===== src/rtl/rdec_pkg.sv =====
package rdec_pkg;

   localparam logic [5:0] OPC_JMP   = 6'h00;
   localparam logic [5:0] OPC_CALL  = 6'h01;
   localparam logic [5:0] OPC_JCOND = 6'h03;
   localparam logic [5:0] OPC_JGT   = 6'h04;
   localparam logic [5:0] OPC_LDHI  = 6'h06;
   localparam logic [5:0] OPC_RET   = 6'h11;
   localparam logic [5:0] OPC_LDW   = 6'h21;
   localparam logic [5:0] OPC_LDADR = 6'h2A;
   localparam logic [5:0] OPC_CMP   = 6'h2F;
   localparam logic [5:0] OPC_STW   = 6'h35;

   typedef enum logic [3:0] {
      CL_ILLEGAL = 4'd0,
      CL_LDADR   = 4'd1,
      CL_LDHI    = 4'd2,
      CL_JMP     = 4'd3,
      CL_CALL    = 4'd4,
      CL_JCOND   = 4'd5,
      CL_JGT     = 4'd6,
      CL_STW     = 4'd7,
      CL_LDW     = 4'd8,
      CL_CMP     = 4'd9,
      CL_RET     = 4'd10
   } iclass_e;

   typedef enum logic [1:0] {
      WB_NONE = 2'd0,
      WB_SUM  = 2'd1,
      WB_IMM  = 2'd2,
      WB_MEM  = 2'd3
   } wbsel_e;

   typedef enum logic [2:0] {
      IMM_NONE  = 3'd0,
      IMM_ZX    = 3'd1,
      IMM_HI    = 3'd2,
      IMM_SX    = 3'd3,
      IMM_SPLIT = 3'd4,
      IMM_JOFF  = 3'd5
   } immfmt_e;

   typedef struct packed {
      iclass_e cls;
      logic    legal;
      logic    reg_we;
      logic    mem_rd;
      logic    mem_wr;
      logic    cmp_en;
      logic    jump_en;
      logic    jump_cond;
      logic    call_en;
      logic    ret_en;
      wbsel_e  wb;
      immfmt_e imm_fmt;
      logic    use_rd;
      logic    use_ra;
      logic    use_rb;
   } ctrl_t;

endpackage


===== src/rtl/rdec_word_pack.sv =====
module rdec_word_pack #(
   parameter int INSN_BYTES = 4,
   parameter bit BIG_ENDIAN = 1'b1,
   localparam int INSN_W = INSN_BYTES * 8
) (
   input  logic [INSN_W-1:0] lanes,
   output logic [INSN_W-1:0] word
);

   if (INSN_BYTES < 1) begin : g_bad_bytes
      $error("rdec_word_pack: INSN_BYTES must be at least 1");
   end

   for (genvar i = 0; i < INSN_BYTES; i++) begin : g_lane
      if (BIG_ENDIAN) begin : g_msb_first
         assign word[(INSN_BYTES-1-i)*8 +: 8] = lanes[i*8 +: 8];
      end else begin : g_lsb_first
         assign word[i*8 +: 8] = lanes[i*8 +: 8];
      end
   end

endmodule


===== src/rtl/rdec_opcode_table.sv =====
module rdec_opcode_table
   import rdec_pkg::*;
#(
   parameter int OPC_W = 6
) (
   input  logic [OPC_W-1:0] opc,
   output ctrl_t            ctrl
);

   if (OPC_W != 6) begin : g_bad_opc
      $error("rdec_opcode_table: the operation map is defined for 6-bit codes");
   end

   always_comb begin
      ctrl = '0;
      ctrl.cls = CL_ILLEGAL;
      ctrl.wb = WB_NONE;
      ctrl.imm_fmt = IMM_NONE;
      unique case (opc)
         OPC_LDADR: begin
            ctrl.cls = CL_LDADR;  ctrl.legal = 1'b1;
            ctrl.reg_we = 1'b1;   ctrl.wb = WB_SUM;   ctrl.imm_fmt = IMM_ZX;
            ctrl.use_rd = 1'b1;   ctrl.use_ra = 1'b1;
         end
         OPC_LDHI: begin
            ctrl.cls = CL_LDHI;   ctrl.legal = 1'b1;
            ctrl.reg_we = 1'b1;   ctrl.wb = WB_IMM;   ctrl.imm_fmt = IMM_HI;
            ctrl.use_rd = 1'b1;
         end
         OPC_JMP, OPC_CALL, OPC_JCOND, OPC_JGT: begin
            ctrl.legal = 1'b1;    ctrl.jump_en = 1'b1; ctrl.imm_fmt = IMM_JOFF;
            case (opc)
               OPC_JMP:   ctrl.cls = CL_JMP;
               OPC_CALL:  begin ctrl.cls = CL_CALL;  ctrl.call_en = 1'b1; end
               OPC_JCOND: begin ctrl.cls = CL_JCOND; ctrl.jump_cond = 1'b1; end
               default:   begin ctrl.cls = CL_JGT;   ctrl.jump_cond = 1'b1; end
            endcase
         end
         OPC_LDW: begin
            ctrl.cls = CL_LDW;    ctrl.legal = 1'b1;
            ctrl.reg_we = 1'b1;   ctrl.mem_rd = 1'b1;
            ctrl.wb = WB_MEM;     ctrl.imm_fmt = IMM_SX;
            ctrl.use_rd = 1'b1;   ctrl.use_ra = 1'b1;
         end
         OPC_STW: begin
            ctrl.cls = CL_STW;    ctrl.legal = 1'b1;
            ctrl.mem_wr = 1'b1;   ctrl.imm_fmt = IMM_SPLIT;
            ctrl.use_ra = 1'b1;   ctrl.use_rb = 1'b1;
         end
         OPC_CMP: begin
            ctrl.cls = CL_CMP;    ctrl.legal = 1'b1;
            ctrl.cmp_en = 1'b1;
            ctrl.use_ra = 1'b1;   ctrl.use_rb = 1'b1;
         end
         OPC_RET: begin
            ctrl.cls = CL_RET;    ctrl.legal = 1'b1;
            ctrl.ret_en = 1'b1;   ctrl.use_rb = 1'b1;
         end
         default: ;
      endcase
   end

endmodule


===== src/rtl/rdec_field_slice.sv =====
module rdec_field_slice
   import rdec_pkg::*;
#(
   parameter int REG_W  = 5,
   parameter int IMM_W  = 16,
   parameter int DATA_W = 32,
   parameter int JSHIFT = 2,
   localparam int BODY_W = 2 * REG_W + IMM_W,
   localparam int RA_LSB = IMM_W,
   localparam int RD_LSB = IMM_W + REG_W,
   localparam int RB_LSB = IMM_W - REG_W,
   localparam int JOFF_W = BODY_W
) (
   input  logic [BODY_W-1:0] body,
   input  immfmt_e           imm_fmt,
   input  logic              use_rd,
   input  logic              use_ra,
   input  logic              use_rb,
   output logic [REG_W-1:0]  rd,
   output logic [REG_W-1:0]  ra,
   output logic [REG_W-1:0]  rb,
   output logic [DATA_W-1:0] imm
);

   if (DATA_W < 2 * IMM_W) begin : g_bad_hi
      $error("rdec_field_slice: DATA_W too narrow for the upper-half immediate");
   end
   if (DATA_W < JOFF_W + JSHIFT) begin : g_bad_joff
      $error("rdec_field_slice: DATA_W too narrow for the scaled jump offset");
   end
   if (RB_LSB < 1) begin : g_bad_split
      $error("rdec_field_slice: the split offset needs IMM_W above REG_W");
   end

   logic [IMM_W-1:0]  short_imm;
   logic [IMM_W-1:0]  split_imm;
   logic [JOFF_W-1:0] joff;
   logic [DATA_W-1:0] zx_val, hi_val, sx_val, split_val, joff_val;

   assign short_imm = body[IMM_W-1:0];
   assign split_imm = {body[RD_LSB +: REG_W], body[RB_LSB-1:0]};
   assign joff      = body[JOFF_W-1:0];

   assign zx_val    = {{(DATA_W-IMM_W){1'b0}}, short_imm};
   assign hi_val    = {{(DATA_W-2*IMM_W){1'b0}}, short_imm, {IMM_W{1'b0}}};
   assign sx_val    = {{(DATA_W-IMM_W){short_imm[IMM_W-1]}}, short_imm};
   assign split_val = {{(DATA_W-IMM_W){split_imm[IMM_W-1]}}, split_imm};

   if (JSHIFT > 0) begin : g_scaled
      assign joff_val = {{(DATA_W-JOFF_W-JSHIFT){joff[JOFF_W-1]}}, joff, {JSHIFT{1'b0}}};
   end else begin : g_unscaled
      assign joff_val = {{(DATA_W-JOFF_W){joff[JOFF_W-1]}}, joff};
   end

   always_comb begin
      unique case (imm_fmt)
         IMM_ZX:    imm = zx_val;
         IMM_HI:    imm = hi_val;
         IMM_SX:    imm = sx_val;
         IMM_SPLIT: imm = split_val;
         IMM_JOFF:  imm = joff_val;
         default:   imm = '0;
      endcase
   end

   assign rd = use_rd ? body[RD_LSB +: REG_W] : '0;
   assign ra = use_ra ? body[RA_LSB +: REG_W] : '0;
   assign rb = use_rb ? body[RB_LSB +: REG_W] : '0;

   always_comb begin
      if (imm_fmt == IMM_SPLIT) begin
         p_split_sign_r6: assert (imm[DATA_W-1:IMM_W-1] == '0 || imm[DATA_W-1:IMM_W-1] == '1)
            else $error("split offset not sign-extended");
      end
   end

endmodule


===== src/rtl/risc_insn_decode.sv =====
module risc_insn_decode
   import rdec_pkg::*;
#(
   parameter int INSN_BYTES = 4,
   parameter bit BIG_ENDIAN = 1'b1,
   parameter int OPC_W      = 6,
   parameter int REG_W      = 5,
   parameter int IMM_W      = 16,
   parameter int DATA_W     = 32,
   localparam int INSN_W    = INSN_BYTES * 8,
   localparam int BODY_W    = INSN_W - OPC_W,
   localparam int JSHIFT    = $clog2(INSN_BYTES),
   localparam int CLS_W     = $bits(iclass_e),
   localparam int WB_W      = $bits(wbsel_e)
) (
   input  logic [INSN_W-1:0] fetch_bytes,
   output logic [OPC_W-1:0]  opcode,
   output logic [CLS_W-1:0]  op_class,
   output logic              illegal,
   output logic [REG_W-1:0]  rd_idx,
   output logic [REG_W-1:0]  ra_idx,
   output logic [REG_W-1:0]  rb_idx,
   output logic [DATA_W-1:0] imm,
   output logic              reg_we,
   output logic [WB_W-1:0]   wb_sel,
   output logic              mem_rd,
   output logic              mem_wr,
   output logic              cmp_en,
   output logic              jump_en,
   output logic              jump_cond,
   output logic              call_en,
   output logic              ret_en
);

   if (INSN_W != OPC_W + 2 * REG_W + IMM_W) begin : g_bad_format
      $error("risc_insn_decode: field widths do not fill the instruction word");
   end

   logic [INSN_W-1:0] word;
   ctrl_t             ctrl;

   rdec_word_pack #(
      .INSN_BYTES (INSN_BYTES),
      .BIG_ENDIAN (BIG_ENDIAN)
   ) u_pack (
      .lanes (fetch_bytes),
      .word  (word)
   );

   assign opcode = word[INSN_W-1 -: OPC_W];

   rdec_opcode_table #(
      .OPC_W (OPC_W)
   ) u_table (
      .opc  (opcode),
      .ctrl (ctrl)
   );

   rdec_field_slice #(
      .REG_W  (REG_W),
      .IMM_W  (IMM_W),
      .DATA_W (DATA_W),
      .JSHIFT (JSHIFT)
   ) u_fields (
      .body    (word[BODY_W-1:0]),
      .imm_fmt (ctrl.imm_fmt),
      .use_rd  (ctrl.use_rd),
      .use_ra  (ctrl.use_ra),
      .use_rb  (ctrl.use_rb),
      .rd      (rd_idx),
      .ra      (ra_idx),
      .rb      (rb_idx),
      .imm     (imm)
   );

   assign op_class  = ctrl.cls;
   assign illegal   = !ctrl.legal;
   assign reg_we    = ctrl.reg_we;
   assign wb_sel    = ctrl.wb;
   assign mem_rd    = ctrl.mem_rd;
   assign mem_wr    = ctrl.mem_wr;
   assign cmp_en    = ctrl.cmp_en;
   assign jump_en   = ctrl.jump_en;
   assign jump_cond = ctrl.jump_cond;
   assign call_en   = ctrl.call_en;
   assign ret_en    = ctrl.ret_en;

   always_comb begin
      p_one_action_r10: assert ($onehot0({reg_we, mem_wr, cmp_en, jump_en, ret_en}))
         else $error("more than one action strobe");
      if (illegal) begin
         p_illegal_quiet_r9: assert ({reg_we, mem_rd, mem_wr, cmp_en, jump_en, call_en, ret_en} == '0
                                     && imm == '0 && rd_idx == '0 && ra_idx == '0 && rb_idx == '0)
            else $error("illegal code leaked an action or operand");
      end
      if (jump_en) begin
         p_jump_noregs_r4: assert (rd_idx == '0 && ra_idx == '0 && rb_idx == '0
                                   && imm[0] == 1'b0 && !reg_we)
            else $error("relative transfer carries operands or unaligned offset");
      end
      if (wb_sel == WB_W'(WB_IMM)) begin
         p_hi_low_clear_r3: assert (imm[IMM_W-1:0] == '0 && reg_we)
            else $error("upper-half load leaves low bits set");
      end
      if (mem_wr) begin
         p_store_data_field_r6: assert (rb_idx == word[IMM_W-REG_W +: REG_W] && rd_idx == '0)
            else $error("store data register not taken from its field");
      end
      if (mem_rd) begin
         p_load_writes_r5: assert (reg_we && wb_sel == WB_W'(WB_MEM))
            else $error("memory read without write-back of its data");
      end
   end

endmodule


===== config.mk =====
export PLATFORM = sky130hd
export DESIGN_NAME = risc_insn_decode
export DESIGN_NICKNAME = d
export VERILOG_FILES = /design/src/rtl/rdec_pkg.sv /design/src/rtl/rdec_word_pack.sv /design/src/rtl/rdec_opcode_table.sv /design/src/rtl/rdec_field_slice.sv /design/src/rtl/risc_insn_decode.sv
export SDC_FILE = /design/constraint.sdc
export NUM_CORES = 1
export LEC_CHECK = 0
export BUFFER_PORTS_ARGS = -buffer_cell sky130_fd_sc_hd__buf_2
export CAP_MARGIN = 20
export CORE_MARGIN = 5
export CORE_UTILIZATION = 40
export DETAILED_ROUTE_END_ITERATION = 10
export GPL_TIMING_DRIVEN = 0
export PLACE_DENSITY = 0.88
export REMOVE_ABC_BUFFERS = 1
export SLEW_MARGIN = 40
export SYNTH_ARGS = -nofsm -noshare
export SYNTH_HDL_FRONTEND = slang
export SYNTH_SLANG_ARGS = --single-unit

===== constraint.sdc =====
create_clock -name vclk -period 2
set_input_delay 0.1 -clock vclk [all_inputs]
set_output_delay 0.1 -clock vclk [all_outputs]
set_load 0.01 [all_outputs]

==> metrics.md <==
| Metric | Value |
|---|---|
| Status | `finished clean` |
| # diodes | `0` |
| Cells after Synth | `142` |
| FILL cells | `258` |
| Mapped Area | `1020 sq um` |
| Layout cells sized above 1 | `50.5%` |
| Via density | `5.68` |
| First DRT Iteration DRCs | `65` |
| Vias | `1431` |
| Int Pwr | `98.2 uW` |
| Startpoint types | `primary input` |
| Req. time, crit path | `1.90 ns` |
| CP arrival | `1.73 ns` |
| Core area | `2450 sq um` |
| Detailed Routing Iterations Pass 1 | `5` |
| Placed Cells | `250` |
| Finished Layout Cells | `252` |
| P_sw | `130 uW` |
| Slew @ Worst Pin | `0.574 ns` |
| Leak Pwr | `0.893 nW` |
| Critical Path End Type | `output port` |
| Routed Antenna Nets | `0` |
| Met1 Track Usage GR | `24.4%` |
| Most common cell after layout, fill and taps aside | `buf_2` |
| Top post-synthesis cells by area | `a221o_1 12%, a22o_1 9.5%, buf_6 7.8%, buf_4 5.9%, nor2b_1 5.5%` |
| Fin. Hold Viols | `0` |
| Peak supply drop | `0.000100 V` |
| Most frequent cells in the layout | `99 x buf_2, 12 x a221o_1, 10 x a22o_1, 9 x nor2b_1` |
| Num sequential | `0` |
| Area share of the largest cell type after synthesis | `11.8%` |
| Starting Density | `41.4%` |
| Nets | `256` |
| Die area | `3650 sq um` |
| Clock buffers | `0` |
| Gr busiest metal | `met2` |
| Setup TNS | `0 ns` |
| Post-synthesis cell type count | `43` |
| Register area share after synthesis | `0%` |
| PwrDens | `161 nW/um^2` |
| Area occupied by registers | `0 sq um` |
| First-pass GRT wire length | `5530 um` |
| Vias in the first global route | `1213` |
| HP Class | `in -> out` |
| RSZ-0062 raised after global routing | `no` |
| Final min period | `1.83 ns` |
| Slew HR | `61.6%` |
| DR WL/cell | `15.5 um` |
| Core Rows | `18` |
| Largest net degree at the start of global routing | `23` |
| Clock Power Share | `0%` |
| Fin crit share | `91.6%` |
| Post-route DRC | `0` |
| IO Port Bufs | `100` |
| Die W | `60.4 um` |
| Syn Area/Cell | `7.15 sq um` |
| Max cap viols | `0` |
| Finish-stage setup viols | `0` |
| Peak Freq | `546 MHz` |
| Pins over their slew limit | `0` |
| WL final | `3900 um` |
| Chip Height | `60.4 um` |
| Area Overhead vs Synth | `39.7%` |
| Initial antenna violation count | `0` |
| All-layer global routing usage | `18.6%` |
| Seq pwr share | `0%` |
| Grt ovf | `0` |
| Maximum fanout along the worst path | `22` |
| Hpwl dp | `3060 um` |
| Switch share | `57.0%` |
| GRT met2 Usage | `34.4%` |
| Combinational Power Share | `100.0%` |
| IO Count | `100` |
| Setup Crit Path Kind | `in -> out` |
| Largest area contributor in the netlist | `a221o_1` |
| YS warnings | `0` |
| GRT met3 Usage | `1.70%` |
| Final Wtd Congestion | `0.780` |
repair_timing:
| action | 4_1_cts | 5_1_grt |
|---|---|---|
| hold buffers | 0 | 0 |
| endpoints found under the setup margin | 1 | 19 |
| pin swaps | 0 | 1 |
| resized for setup | 1 | 4 |
| setup buffers | 0 | 2 |
worst paths after layout:
path / startpoint / to / slack, ns / cells after the start
worst min-delay path: fetch_bytes[14] / rd_idx[1] / 0.52 / 3
worst max-delay path: fetch_bytes[2] / imm[13] / 0.17 / 8
cells in the mapped netlist, types with 4 or more instances:
library cell	number
nor2b_1	9
a22o_1	11
buf_6	7
buf_4	8
a222oi_1	4
and3_1	8
a21o_1	4
clkbuf_1	5
nor2_1	8
and2_1	8
inv_1	7
a221o_1	12
nor3_1	6
nand2_1	4
cells by family (layout without fill, tap and decap cells):
family	count (synthesis)	in the layout	share of synthesized area, %
AOI/OAI and AO/OA	45	45	40.6
buffers and inverters	31	111	20.0
and+or+nand+nor	65	65	38.5
xor gates and xnor gates	1	1	0.862
worst max-delay path, cell delays in order:
cell       delay (ns)
clkbuf_4         0.24
and2b_1          0.27
a2111oi_4        0.44
buf_6            0.21
buf_4            0.18
a222oi_1         0.08
inv_1            0.07
buf_2            0.13
layer usage:
layer / part of all wire [%] / wire, um
met5: 0 / 0
met4: 0.15 / 6
met3: 9.1 / 353
met2: 53 / 2060
met1: 38 / 1480
through the flow:
stage	setup WS [ns]	instance area [sq um]	power, mW	util (%)	hold slack (ns)
floorplan	0.264	840	0.0962	-	0.200
global placement	-0.289	1380	0.217	56.1	0.522
detailed placement	0.00784	1390	0.224	56.7	0.522
CTS	0.0381	1400	0.225	56.8	0.522
global route	0.0363	1420	0.248	57.8	0.534
finish	0.169	1420	0.228	57.8	0.522
final cells by class:
class              count  area (sq um)  area share [%]
well taps             30          37.5            2.65
inverters              7          26.3            1.85
repair buffers       104           537            37.8
multi-input cells    111           818            57.7
power groups by stage:
stage               registers [mW]  clock network (mW)  logic (mW)
global placement                 0                   0       0.217
detailed placement               0                   0       0.224
floorplan                        0                   0      0.0962
global route                     0                   0       0.248
CTS                              0                   0       0.225
finish                           0                   0       0.228
Note: power is estimated with default switching activity, not from simulation.
